[src/rtl/bitstep_pkg.sv]
package bitstep_pkg;
  localparam int LANE_W = 32;

  typedef enum logic [1:0] {
    OPK_ARITH = 2'd0,
    OPK_LOGIC = 2'd1,
    OPK_ROT   = 2'd2,
    OPK_ROTX  = 2'd3
  } opk_t;

  typedef enum logic [1:0] {
    SZ_BYTE     = 2'd0,
    SZ_WORD     = 2'd1,
    SZ_LONG     = 2'd2,
    SZ_LONG_ALT = 2'd3
  } size_t;

  function automatic logic [4:0] msb_pos(size_t s);
    case (s)
      SZ_BYTE: msb_pos = 5'd7;
      SZ_WORD: msb_pos = 5'd15;
      default: msb_pos = 5'd31;
    endcase
  endfunction

  function automatic logic [LANE_W-1:0] lane_mask(size_t s);
    case (s)
      SZ_BYTE: lane_mask = 32'h0000_00FF;
      SZ_WORD: lane_mask = 32'h0000_FFFF;
      default: lane_mask = 32'hFFFF_FFFF;
    endcase
  endfunction

  function automatic logic is_long(size_t s);
    is_long = s[1];
  endfunction
endpackage

[src/rtl/bitstep_latency.sv]
module bitstep_latency
  import bitstep_pkg::*;
#(
  parameter int CNT_W      = 6,
  parameter int BASE_SHORT = 6,
  parameter int BASE_LONG  = 8,
  parameter int MEM_CYC    = 8,
  parameter int CYC_W      = 8
) (
  input  size_t             sz,
  input  logic              mem,
  input  logic [CNT_W-1:0]  cnt,
  output logic [CYC_W-1:0]  total,
  output logic [CNT_W-1:0]  steps,
  output logic              legal
);
  always_comb begin
    legal = !(mem && is_long(sz));
    if (mem) begin
      steps = CNT_W'(1);
      total = CYC_W'(MEM_CYC);
    end else begin
      steps = cnt;
      total = (is_long(sz) ? CYC_W'(BASE_LONG) : CYC_W'(BASE_SHORT))
              + (CYC_W'(cnt) << 1);
    end
  end
endmodule

[src/rtl/bitstep_onebit.sv]
module bitstep_onebit
  import bitstep_pkg::*;
(
  input  logic [LANE_W-1:0] val,
  input  size_t             sz,
  input  opk_t              opk,
  input  logic              left,
  input  logic              xin,
  output logic [LANE_W-1:0] nxt,
  output logic              outbit,
  output logic              msb_flip
);
  logic [4:0]        m;
  logic [LANE_W-1:0] mask;
  logic              top, bot, fill;

  always_comb begin
    m        = msb_pos(sz);
    mask     = lane_mask(sz);
    top      = val[m];
    bot      = val[0];
    msb_flip = val[m] ^ val[m - 5'd1];
    if (left) begin
      outbit = top;
      case (opk)
        OPK_ROT:  fill = top;
        OPK_ROTX: fill = xin;
        default:  fill = 1'b0;
      endcase
      nxt = ((val << 1) & mask) | {{(LANE_W-1){1'b0}}, fill};
    end else begin
      outbit = bot;
      case (opk)
        OPK_ARITH: fill = top;
        OPK_ROT:   fill = bot;
        OPK_ROTX:  fill = xin;
        default:   fill = 1'b0;
      endcase
      nxt = (val >> 1) | ({{(LANE_W-1){1'b0}}, fill} << m);
    end
  end
endmodule

[src/rtl/bitstep_shifter.sv]
module bitstep_shifter
  import bitstep_pkg::*;
#(
  parameter int CNT_W      = 6,
  parameter int BASE_SHORT = 6,
  parameter int BASE_LONG  = 8,
  parameter int MEM_CYC    = 8,
  localparam int MAX_CYC   = BASE_LONG + 2 * ((1 << CNT_W) - 1),
  localparam int CYC_W     = $clog2(MAX_CYC + 1)
) (
  input  logic              clk,
  input  logic              rst,
  input  logic              start,
  input  logic              mem_form,
  input  logic [1:0]        op_kind,
  input  logic              dir_left,
  input  logic [1:0]        size,
  input  logic [LANE_W-1:0] operand,
  input  logic [CNT_W-1:0]  count,
  input  logic              x_in,
  output logic [LANE_W-1:0] result,
  output logic              flag_x,
  output logic              flag_n,
  output logic              flag_z,
  output logic              flag_v,
  output logic              flag_c,
  output logic              done,
  output logic [CYC_W-1:0]  cycles
);
  size_t             sz_in, sz_q;
  opk_t              opk_in, opk_q;
  logic              left_q, busy, legal;
  logic [LANE_W-1:0] val_q, val_nxt;
  logic [CNT_W-1:0]  steps_in, steps_q;
  logic [CYC_W-1:0]  total_in, total_q, elapsed;
  logic              xq, cq, vq, outbit, msb_flip, accept, step_now;

  assign sz_in    = size_t'(size);
  assign opk_in   = opk_t'(op_kind);
  assign accept   = start && !busy && legal;
  assign step_now = busy && (steps_q != '0) && elapsed[0];

  bitstep_latency #(
    .CNT_W(CNT_W), .BASE_SHORT(BASE_SHORT), .BASE_LONG(BASE_LONG),
    .MEM_CYC(MEM_CYC), .CYC_W(CYC_W)
  ) u_lat (
    .sz(sz_in), .mem(mem_form), .cnt(count),
    .total(total_in), .steps(steps_in), .legal(legal)
  );

  bitstep_onebit u_step (
    .val(val_q), .sz(sz_q), .opk(opk_q), .left(left_q), .xin(xq),
    .nxt(val_nxt), .outbit(outbit), .msb_flip(msb_flip)
  );

  always_ff @(posedge clk) begin
    if (rst) begin
      busy    <= 1'b0;
      val_q   <= '0;
      sz_q    <= SZ_BYTE;
      opk_q   <= OPK_ARITH;
      left_q  <= 1'b0;
      steps_q <= '0;
      total_q <= '0;
      elapsed <= '0;
      xq      <= 1'b0;
      cq      <= 1'b0;
      vq      <= 1'b0;
      done    <= 1'b0;
      result  <= '0;
      cycles  <= '0;
      flag_x  <= 1'b0;
      flag_n  <= 1'b0;
      flag_z  <= 1'b0;
      flag_v  <= 1'b0;
      flag_c  <= 1'b0;
    end else begin
      done <= 1'b0;
      if (accept) begin
        busy    <= 1'b1;
        val_q   <= operand & lane_mask(sz_in);
        sz_q    <= sz_in;
        opk_q   <= opk_in;
        left_q  <= dir_left;
        steps_q <= steps_in;
        total_q <= total_in;
        elapsed <= CYC_W'(1);
        xq      <= x_in;
        cq      <= (opk_in == OPK_ROTX) ? x_in : 1'b0;
        vq      <= 1'b0;
      end else if (busy) begin
        elapsed <= elapsed + CYC_W'(1);
        if (step_now) begin
          val_q   <= val_nxt;
          steps_q <= steps_q - CNT_W'(1);
          cq      <= outbit;
          if (opk_q != OPK_ROT) xq <= outbit;
          if (opk_q == OPK_ARITH && left_q && msb_flip) vq <= 1'b1;
        end
        if (elapsed == total_q) begin
          busy   <= 1'b0;
          done   <= 1'b1;
          result <= val_q;
          cycles <= total_q;
          flag_x <= xq;
          flag_c <= cq;
          flag_v <= vq;
          flag_n <= val_q[msb_pos(sz_q)];
          flag_z <= (val_q == '0);
        end
      end
    end
  end
endmodule

[config.mk]
export PLATFORM = sky130hd
export DESIGN_NAME = bitstep_shifter
export DESIGN_NICKNAME = d
export VERILOG_FILES = /design/src/rtl/bitstep_pkg.sv /design/src/rtl/bitstep_latency.sv /design/src/rtl/bitstep_onebit.sv /design/src/rtl/bitstep_shifter.sv
export SDC_FILE = /design/constraint.sdc
export NUM_CORES = 1
export LEC_CHECK = 0
export BUFFER_PORTS_ARGS = -buffer_cell sky130_fd_sc_hd__buf_2
export CAP_MARGIN = 10
export CORE_ASPECT_RATIO = 1.25
export CORE_MARGIN = 3
export CORE_UTILIZATION = 42
export DETAILED_ROUTE_END_ITERATION = 6
export PLACE_DENSITY = 0.61
export SYNTH_ARGS = -nofsm -noshare
export SYNTH_HDL_FRONTEND = slang
export SYNTH_HIERARCHICAL = 1
export SYNTH_SLANG_ARGS = --single-unit
[constraint.sdc]
create_clock -name clk -period 2.1 [get_ports clk]
set_input_delay 0.315 -clock clk [delete_from_list [all_inputs] [get_ports clk]]
set_output_delay 0.315 -clock clk [all_outputs]
set_load 0.005 [all_outputs]
==> summary.txt, run 1 <==
Critical path
  • Worst-path cell chain: inv_1, ha_1, nand2b_1, o41ai_4, nand2_2, buf_4, a221oi_1
  • CP Max Fanout: 25
  • Slowest stage cell, crit path: dfxtp_1
  • Critical path endpoint category: flop
  • Startpoint Class: flop
  • Critical Path Max Stage Delay: between 0.3 and 0.4 ns
  • Worst EP required: 2.36 ns
  • CP Data Arrival Time: 2.02 ns
  • Setup CP Type: reg2reg

CTS
  • Post-CTS Setup Inserts: 0
  • CTS H-tree depth: 3
  • Resize count post-CTS: 0
  • TritonCTS buffer count: 9
  • Clk buf depth: 2
  • Reg clk slew, reported paths: 0.07 ns
  • Clk sinks: around 110
  • CTS tree: yes
  • Clock latency on the worst-skew pair: 0.35 ns
  • Cts hold-fix bufs: 0
  • Clock root cell: clkbuf_16

Outcome
  • Status: complete, no violations

Global routing
  • Largest net degree at the start of global routing: 39
  • Tot GR Track Use: a little over 20%
  • Vias in the first global route: roughly 4500
  • Gr ovfl total: 0
  • First-pass GRT wire length: 23090 microns
  • Initial antenna violation count: 0

Detailed routing
  • Drt drc: 0
  • DRT Wirelength: about 14000 microns
  • DR iter-0 viols: 211
  • Highest metal used: met4
  • Post-DRT Antenna Nets: 0
  • WL met1: roughly 6200 microns
  • DRT Pass-1 Iters: 5
  • Total number of vias: 4688
  • Metal2 WL: about 7000 microns
  • Vias per inst: 5.682
  • Routed met3 length: 771 microns
  • Wire per inst: 17.34 microns

Layout
  • Nets: between 700 and 800
  • Fill cells: about 1200
  • Post-layout util: between 50% and 60%
  • Register Area: roughly 2200 sq um
  • Multi-input gate area: approximately 2900 sq um
  • Post-route insts no fill: between 800 and 900
  • Share of cells above drive strength 1: between 20% and 30%
  • Number of inserted diodes: 0
  • Synth-to-Final Area Change: 18.65%

STA
  • Final Max Slew Viols: 0
  • Unrepaired setup endpoints after global routing: no
  • Fin. Hold Viols: 0
  • Clk_skew: slightly above 0.006 ns
  • Final setup TNS: 0 ns
  • Post-route setup slack: 0.3322 ns
  • Fin crit period: 1.768 ns
  • Period utilization: 84.18%
  • Endpoints failing setup: 0
  • Max frequency: roughly 570 MHz

Yosys
  • Most numerous cell in the Yosys netlist: dfxtp_1
  • Top_reg_cell synth: dfxtp_1
  • Post-synthesis sequential area ratio: between 40% and 50%
  • Post-synth EDFFs: 0
  • Synth Register Bits: around 110
  • Commonest cells post-synth: dfxtp_1, a22o_1, nand2_1, a21oi_1, nor2_1
  • Synth warn: 6
  • Area share of the largest cell type after synthesis: between 40 and 50%
  • Synth area leaders: dfxtp_1, a22o_1, a221oi_2, a21oi_1, nand2_1
  • Cell area after synthesis: 5319 sq um
  • Post-Syn Instances: around 570
  • Count of different cell masters after synthesis: 57
  • Synthesized Nets: ~630
  • Syn Area/Cell: between 9 and 10 sq um
  • Area leader, netlist: dfxtp_1
  • Ys async rst share: 0%

Floorplan
  • DIE WIDTH: 106.7 microns
  • Core area: 12270 sq um
  • I/O Pins: 94
  • Die Y: approximately 130 microns
  • Initial Util: between 40% and 50%
  • Core Rows: 45
  • Die ar.: approximately 14000 sq um

Power and ir drop
  • Flop pwr share: 46.9%
  • Net Sw Frac: between 20% and 30%
  • Clock Power Share: roughly 34%
  • Leak: between 2 and 3 nW
  • Comb pwr share: between 10% and 20%
  • Pwr/cell area: around 800 nW/um^2
  • Psw: about 0.0015 W
  • Max VDD drop: between 0.0004 and 0.0005 V
  • P_int: approximately 0.0036 W

Place
  • Setup WS pre-CTS: 0.1147 ns
  • Placed Instances: 809
  • PortBufs: just over 90
  • Post-DP HPWL: 10010 microns
  • Placer Congestion: around 0.87

Flow run
  • Max Cap Viol: 0

Min path
  • Hold WC Path Type: in2reg
-- per-stage QoR --
stage          cell area (sq um)  hold slack (ns)  total power [W]
4_1_cts                     6311           0.2119         0.005080
6_report                    6311           0.2210         0.005035
5_1_grt                     6311           0.2326         0.005269
3_5_place_dp                6011           0.4615         0.003351
3_3_place_gp                6011           0.4556         0.003330
2_1_floorplan               5319           0.4376         0.003035
-- cells in the final DEF (no fill, tap or decap), types with 14 or more instances in the layout --
cell,instances
a211oi_1,14
a221oi_2,20
a22o_1,60
buf_4,24
and3_1,19
a21oi_1,52
nand2_1,56
buf_2,93
dfxtp_1,109
nor2_1,46
-- power by group through the flow --
stage / Sequential, W / Combinational, W / Clock, W
3_5_place_dp: 0.00240 / 0.000949 / 0
5_1_grt: 0.00238 / 0.00105 / 0.00184
3_3_place_gp: 0.00240 / 0.000930 / 0
2_1_floorplan: 0.00235 / 0.000681 / 0
6_report: 0.00236 / 0.000948 / 0.00173
4_1_cts: 0.00235 / 0.000952 / 0.00177
-- path summary, 6_finish.rpt --
kind	startpoint	endpoint	slack (ns)	cells past startpoint
worst min register to register	result[1]	result[1]	0.48	1
worst max register to register	steps_q[0]	val_q[2]	0.33	7
worst min-delay path	size[0]	sz_q[0]	0.22	3
worst max-delay path	steps_q[0]	val_q[2]	0.33	7
-- sequential cells by signal, indices dropped and copies added (netlist names) --
name / cells
left_q: 1
total_q: 8
cq: 1
flag_z: 1
done: 1
val_q: 32
xq: 1
busy: 1
flag_n: 1
cycles: 8
opk_q: 2
flag_x: 1
flag_c: 1
sz_q: 2
steps_q: 6
flag_v: 1
vq: 1
result: 32
elapsed: 8
-- cell families after synthesis --
| logic type | synth area share, % |
|---|---|
| fa+ha+maj | 1.788 |
| xor+xnor | 2.635 |
| compound gates | 28.65 |
| simple gates | 16.23 |
| flops | 41.03 |
| other cells | 0.07050 |
| mux | 4.916 |
| buf+inv | 4.681 |
-- area by class of cell --
type	count	area share (%)
clock inverters	6	0.9715
clock buffers	10	3.787
well taps	164	3.251
multi-input cells	410	45.88
flip-flops and latches	109	34.58
repair buffers	120	11.18
inverters	6	0.3569
-- critical path: cells and delay by family, from the launching register on --
family | cells | cell delay (ns)
adders and majority gates | 1 | 0.17
buffers and inverters | 2 | 0.34
DFF | 1 | 0.34
AOI/OAI and AO/OA | 2 | 0.60
and+or+nand+nor | 2 | 0.20
-- layer usage --
| layer | GRT usage (%) | vias up |
|---|---|---|
| met5 | 0 | - |
| met2 | 34.17 | 162 |
| met3 | 3.185 | 24 |
| met1 | 26.05 | 2206 |
| met4 | 8.031 | 0 |
| li1 | - | 2296 |
(Power assumes the default switching activity.)
==> run 2, diff against run 1 <==
Settings changed: PLACE_DENSITY 0.61 to 0.63.
Clock period 2.1 ns to 1.5 ns, I/O delays scaled along.
==> summary.txt, run 2 (synthesized netlist as in run 1, its figures left out) <==
Floorplan
  • Core area: 12270 sq um (unchanged)
  • Die ar.: 14060 sq um (unchanged)
  • I/O Pins: 94 (unchanged)
  • DIE WIDTH: 106.7 microns (unchanged)
  • Core Rows: 45 (unchanged)
  • Die Y: 131.8 microns (unchanged)
  • Initial Util: 43.33% (unchanged)

Power and ir drop
  • Max VDD drop: 0.0005692 V (was 0.0004909 V)
  • Leak: 3.039 nW (was 2.564 nW)
  • Post-route total power: 0.007513 W (was 0.005035 W)
  • Pwr/cell area: 1024 nW/um^2 (was 797.7 nW/um^2)

CTS
  • TritonCTS buffer count: 9 (unchanged)
  • Reg clk slew, reported paths: 0.06 ns (was 0.07 ns)
  • Clock root cell: clkbuf_16 (unchanged)
  • Clock latency on the worst-skew pair: 0.35 ns (about the same)
  • Clk sinks: 109 (unchanged)
  • Clk buf depth: 2 (unchanged)
  • Cts hold-fix bufs: 0 (unchanged)
  • CTS H-tree depth: 3 (unchanged)
  • CTS tree: yes (unchanged)

Detailed routing
  • Vias per inst: 5.797 (was 5.682)
  • Wire per inst: 18.80 microns (was 17.34 microns)
  • Total number of vias: 5165 (was 4688)
  • Drt drc: 0 (unchanged)
  • DR iter-0 viols: 351 (was 211)
  • Post-DRT Antenna Nets: 0 (unchanged)
  • DRT Pass-1 Iters: 5 (unchanged)
  • DRT Wirelength: 16760 microns (was 14310 microns)

Place
  • Setup WS pre-CTS: -0.1696 ns (was 0.1147 ns)
  • PortBufs: 93 (unchanged)
  • Placer Congestion: 0.9029 (was 0.8661)
  • Post-DP HPWL: 10650 microns (was 10010 microns)

Critical path
  • CP Max Fanout: 6 (was 25)
  • CP Data Arrival Time: 1.88 ns (was 2.02 ns)
  • Critical path endpoint category: flop (unchanged)
  • Crit path buf inv count: 4 (was 2)
  • Slowest stage cell, crit path: dfxtp_2 (was dfxtp_1)
  • Critical Path Max Stage Delay: 0.33 ns (was 0.34 ns)
  • Worst-path cell chain: inv_2, ha_4, nand2b_4, o41ai_4, buf_4, clkbuf_16, buf_4, a221oi_1 (was inv_1, ha_1, nand2b_1, o41ai_4, nand2_2, buf_4, a221oi_1)
  • Startpoint Class: flop (unchanged)
  • Crit path max-delay family: buffers and inverters (was compound AO/OA/AOI/OAI gates)
  • Cell repeated most along the worst path: buf_4
  • Setup CP Type: reg2reg (unchanged)
  • Worst EP required: 1.71 ns (was 2.36 ns)

STA
  • Endpoints failing setup: 83 (was 0)
  • Period utilization: 111.5% (was 84.18%)
  • Final Max Slew Viols: 0 (unchanged)
  • Unrepaired setup endpoints after global routing: yes (was no)
  • Max frequency: 598.1 MHz (was 565.7 MHz)
  • Clk_skew: 0.008317 ns (was 0.006181 ns)
  • Post-route setup slack: -0.1719 ns (was 0.3322 ns)
  • Fin. Hold Viols: 0 (unchanged)
  • Fin crit period: 1.672 ns (was 1.768 ns)

Layout
  • Nets: 777 (was 711)
  • Number of inserted diodes: 0 (unchanged)
  • Share of cells above drive strength 1: 39.48% (was 26.78%)
  • Synth-to-Final Area Change: 37.90% (was 18.65%)
  • Fill cells: 1093 (was 1194)
  • Post-layout util: 59.76% (was 51.42%)
  • Most common cell after layout, fill and taps aside: dfxtp_1 (unchanged)
  • Regs by FF count: result: 32 flops, val_q: 32 flops (unchanged)
  • Commonest non-fill, non-tap cells in the layout: dfxtp_1, buf_2, buf_4 (was dfxtp_1, buf_2, a22o_1)

Global routing
  • Initial antenna violation count: 0 (unchanged)
  • Largest net degree at the start of global routing: 32 (was 39)
  • Gr ovfl total: 0 (unchanged)
  • Vias in the first global route: 5051 (was 4474)
  • Tot GR Track Use: 22.03% (was 20.35%)
  • First-pass GRT wire length: 25140 microns (was 23090 microns)

Outcome
  • Failing checks: negative setup slack
  • Status: complete, but fails checks (was complete, no violations)

Flow run
  • Max Cap Viol: 0 (unchanged)

Min path
  • Hold WC Path Type: in2reg (unchanged)
## run 2: cell count changes in the layout (fill, tap and decap cells not counted), moves of 6 or more
cell	previous run	this run
a211oi_1	14	5
a211oi_2	1	10
buf_12	3	12
buf_4	24	67
dfxtp_1	109	99
dfxtp_2	0	8
xnor2_1	11	5
## run 2: worst min-delay path: stages
cell and delay (ns):
buf_2 0.10, nand2_1 0.05, a21oi_1 0.05
## run 2: final timing paths
path         cells after the start  slack (ns)        from          to
min reg2reg                      1        0.47   cycles[3]   cycles[3]
max                              8       -0.17  steps_q[0]  steps_q[1]
max reg2reg                      8       -0.17  steps_q[0]  steps_q[1]
min                              3        0.12    dir_left      left_q
## run 2: area by class of cell
cell class / instances / area [sq um] / share of cell area, %
Clock buffer: 12 / 246.5 / 3.361
Clock inverter: 4 / 47.55 / 0.6482
Inverter: 6 / 22.52 / 0.3071
Multi-Input combinational cell: 410 / 3122 / 42.56
Sequential cell: 109 / 2200 / 29.99
Tap cell: 164 / 205.2 / 2.798
Timing Repair Buffer: 186 / 1491 / 20.33
## run 2: metal layers
layer / global-route usage (%) / up-vias / part of all wire, %
li1: - / 2437 / -
met1: 27.39 / 2510 / 40
met2: 37.89 / 197 / 52
met3: 3.773 / 21 / 6.3
met4: 8.316 / 0 / 1.7
met5: 0 / - / 0
## run 2: power breakdown
group | internal, W | total, W | leakage (nW) | switching, W
combinational | 0.000912 | 0.00184 | 2.00 | 0.000933
sequential | 0.00307 | 0.00329 | 0.893 | 0.000217
clock | 0.00134 | 0.00238 | 0.143 | 0.00104
total | 0.00532 | 0.00751 | 3.04 | 0.00219
## run 2: what timing repair did
| action | in CTS | in global routing |
|---|---|---|
| cloned | 3 | 5 |
| resized for setup | 36 | 25 |
| pin swaps | 10 | 22 |
| hold endpoints to repair | 0 | 0 |
| endpoints found under the setup margin | 83 | 86 |
| buffers inserted | 9 | 4 |
## run 2: through the flow
stage          cells  hold slack (ns)  cell area, sq um  setup TNS [ns]
2_1_floorplan    571           0.3535              5358          -2.162
3_3_place_gp     857           0.4551              6500          -7.716
3_5_place_dp     857           0.4593              6500          -11.60
4_1_cts          884           0.1124              7082          -2.687
5_1_grt          891           0.1279              7335          -14.33
6_report         891           0.1221              7335          -7.324
==> run 3, diff against run 2 <==
Settings changed: REMOVE_ABC_BUFFERS set to 1.
==> summary.txt, run 3 (synthesized netlist as in run 1, its figures left out) <==
Power and ir drop
  • Max VDD drop: 0.0004948 V (was 0.0005692 V)
  • Leak: 3.161 nW (was 3.039 nW)
  • Post-route total power: 0.007545 W (was 0.007513 W)
  • Pwr/cell area: 995.9 nW/um^2 (was 1024 nW/um^2)

Global routing
  • Initial antenna violation count: 0 (unchanged)
  • Gr ovfl total: 0 (unchanged)
  • Largest net degree at the start of global routing: 41 (was 32)
  • Tot GR Track Use: 22.02% (was 22.03%)
  • First-pass GRT wire length: 25320 microns (was 25140 microns)
  • Vias in the first global route: 5171 (was 5051)

Critical path
  • FF-to-FF setup slack: -0.16 ns (was -0.17 ns)
  • CP Data Arrival Time: 1.96 ns (was 1.88 ns)
  • Crit Reg-Reg Startpoint: elapsed[6] (was steps_q[0])
  • Worst EP required: 1.79 ns (was 1.71 ns)
  • Setup CP Type: reg2reg (unchanged)
  • Startpoint Class: flop (unchanged)
  • CP Max Fanout: 5 (was 6)
  • Critical path endpoint category: flop (unchanged)
  • Critical Path Start: elapsed[6] (was steps_q[0])

STA
  • Final Max Slew Viols: 0 (unchanged)
  • Max frequency: 601.1 MHz (was 598.1 MHz)
  • Unrepaired setup endpoints after global routing: yes (unchanged)
  • Clk_skew: 0.009531 ns (was 0.008317 ns)
  • Endpoints failing setup: 81 (was 83)
  • Fin crit period: 1.664 ns (was 1.672 ns)
  • Post-route setup slack: -0.1638 ns (was -0.1719 ns)
  • Hold_ws: 0.1448 ns (was 0.1221 ns)
  • Period utilization: 110.9% (was 111.5%)
  • Fin. Hold Viols: 0 (unchanged)
  • Final setup TNS: -8.027 ns (was -7.324 ns)

Detailed routing
  • DR iter-0 viols: 326 (was 351)
  • Wire per inst: 18.38 microns (was 18.80 microns)
  • DRT Wirelength: 16770 microns (was 16760 microns)
  • Drt drc: 0 (unchanged)
  • Post-DRT Antenna Nets: 0 (unchanged)
  • Total number of vias: 5190 (was 5165)
  • DRT Pass-1 Iters: 5 (unchanged)
  • Vias per inst: 5.691 (was 5.797)

Layout
  • Post-layout util: 61.72% (was 59.76%)
  • Synth-to-Final Area Change: 42.44% (was 37.90%)
  • Most common cell after layout, fill and taps aside: dfxtp_1 (unchanged)
  • Nets: 798 (was 777)
  • Number of inserted diodes: 0 (unchanged)
  • Share of cells above drive strength 1: 42.11% (was 39.48%)
  • Commonest non-fill, non-tap cells in the layout: dfxtp_1, buf_2, buf_4 (unchanged)
  • Regs by FF count: result: 32 flops, val_q: 32 flops (unchanged)

Place
  • Post-DP HPWL: 10720 microns (was 10650 microns)
  • Placer Congestion: 0.8722 (was 0.9029)
  • PortBufs: 93 (unchanged)

Min path
  • Hold_sp: size[0] (was dir_left)
  • Hold WC Path Type: in2reg (unchanged)

CTS
  • Cts hold-fix bufs: 0 (unchanged)
  • Clk buf depth: 2 (unchanged)
  • TritonCTS buffer count: 9 (unchanged)
  • Reg clk slew, reported paths: 0.08 ns (was 0.06 ns)
  • Clock latency on the worst-skew pair: 0.35 ns (about the same)
  • Clock root cell: clkbuf_16 (unchanged)
  • CTS tree: yes (unchanged)
  • CTS H-tree depth: 3 (unchanged)
  • Clk sinks: 109 (unchanged)

Floorplan
  • Die ar.: 14060 sq um (unchanged)
  • Initial Util: 43.33% (unchanged)
  • Die Y: 131.8 microns (unchanged)
  • I/O Pins: 94 (unchanged)
  • DIE WIDTH: 106.7 microns (unchanged)
  • Core area: 12270 sq um (unchanged)
  • Core Rows: 45 (unchanged)

Flow run
  • Max Cap Viol: 0 (unchanged)

Outcome
  • Status: complete, but fails checks (unchanged)
  • Failing checks: negative setup slack (unchanged)
## run 3: cell count changes in the layout (fill, tap and decap cells not counted), moves of 3 or more
cell        change
a221oi_4        +3
clkinvlp_4      +4
buf_4          +12
buf_6           +9
## run 3: worst paths after layout
path / to / depth (start not counted)
setup / recovery: result[12] / 6
hold / removal: sz_q[0] / 3
setup reg to reg: result[12] / 6
hold reg to reg: result[9] / 1
## run 3: layout make-up
class	count	area [sq um]
clock buffer	9	225.2
clock inverter	7	51.30
fill	1062	4698
inverter	6	22.52
multi-input combinational	410	3183
sequential	109	2196
tap	164	205.2
timing repair buffer	207	1693
## run 3: what timing repair did
item,4_1_cts,5_1_grt
setup endpoints to repair,89,94
cloned,4,6
buffers inserted,15,9
gates resized for setup,41,45
pin swaps,8,30
## run 3: worst max-delay path, cell delays in order, from the launching register on
cell,delay [ns]
dfxtp_1,0.37
xnor2_1,0.29
nand3_1,0.20
nor3_4,0.26
buf_6,0.19
clkbuf_16,0.17
a22o_1,0.12
## run 3: power by group
| part | switching, W | internal, W | total [W] |
|---|---|---|---|
| Sequential | 0.000202 | 0.00307 | 0.00328 |
| Combinational | 0.000983 | 0.00104 | 0.00202 |
| Clock | 0.00112 | 0.00113 | 0.00225 |
## run 3: per-stage QoR
| step | setup WS, ns | std cells | cell area (sq um) |
|---|---|---|---|
| floorplan | -1.805 | 525 | 5092 |
| global placement | -0.1792 | 864 | 6549 |
| detailed placement | -0.2488 | 864 | 6549 |
| CTS | -0.1567 | 899 | 7239 |
| global route | -0.2285 | 912 | 7576 |
| finish | -0.1638 | 912 | 7576 |
## run 3: metal layers
| metal | share of wire [%] | GRT usage, % | up-vias |
|---|---|---|---|
| li1 | - | - | 2479 |
| met1 | 42 | 27.18 | 2512 |
| met3 | 4.5 | 3.185 | 34 |
| met2 | 51 | 38.59 | 165 |
| met5 | 0 | 0 | - |
| met4 | 3.0 | 8.173 | 0 |
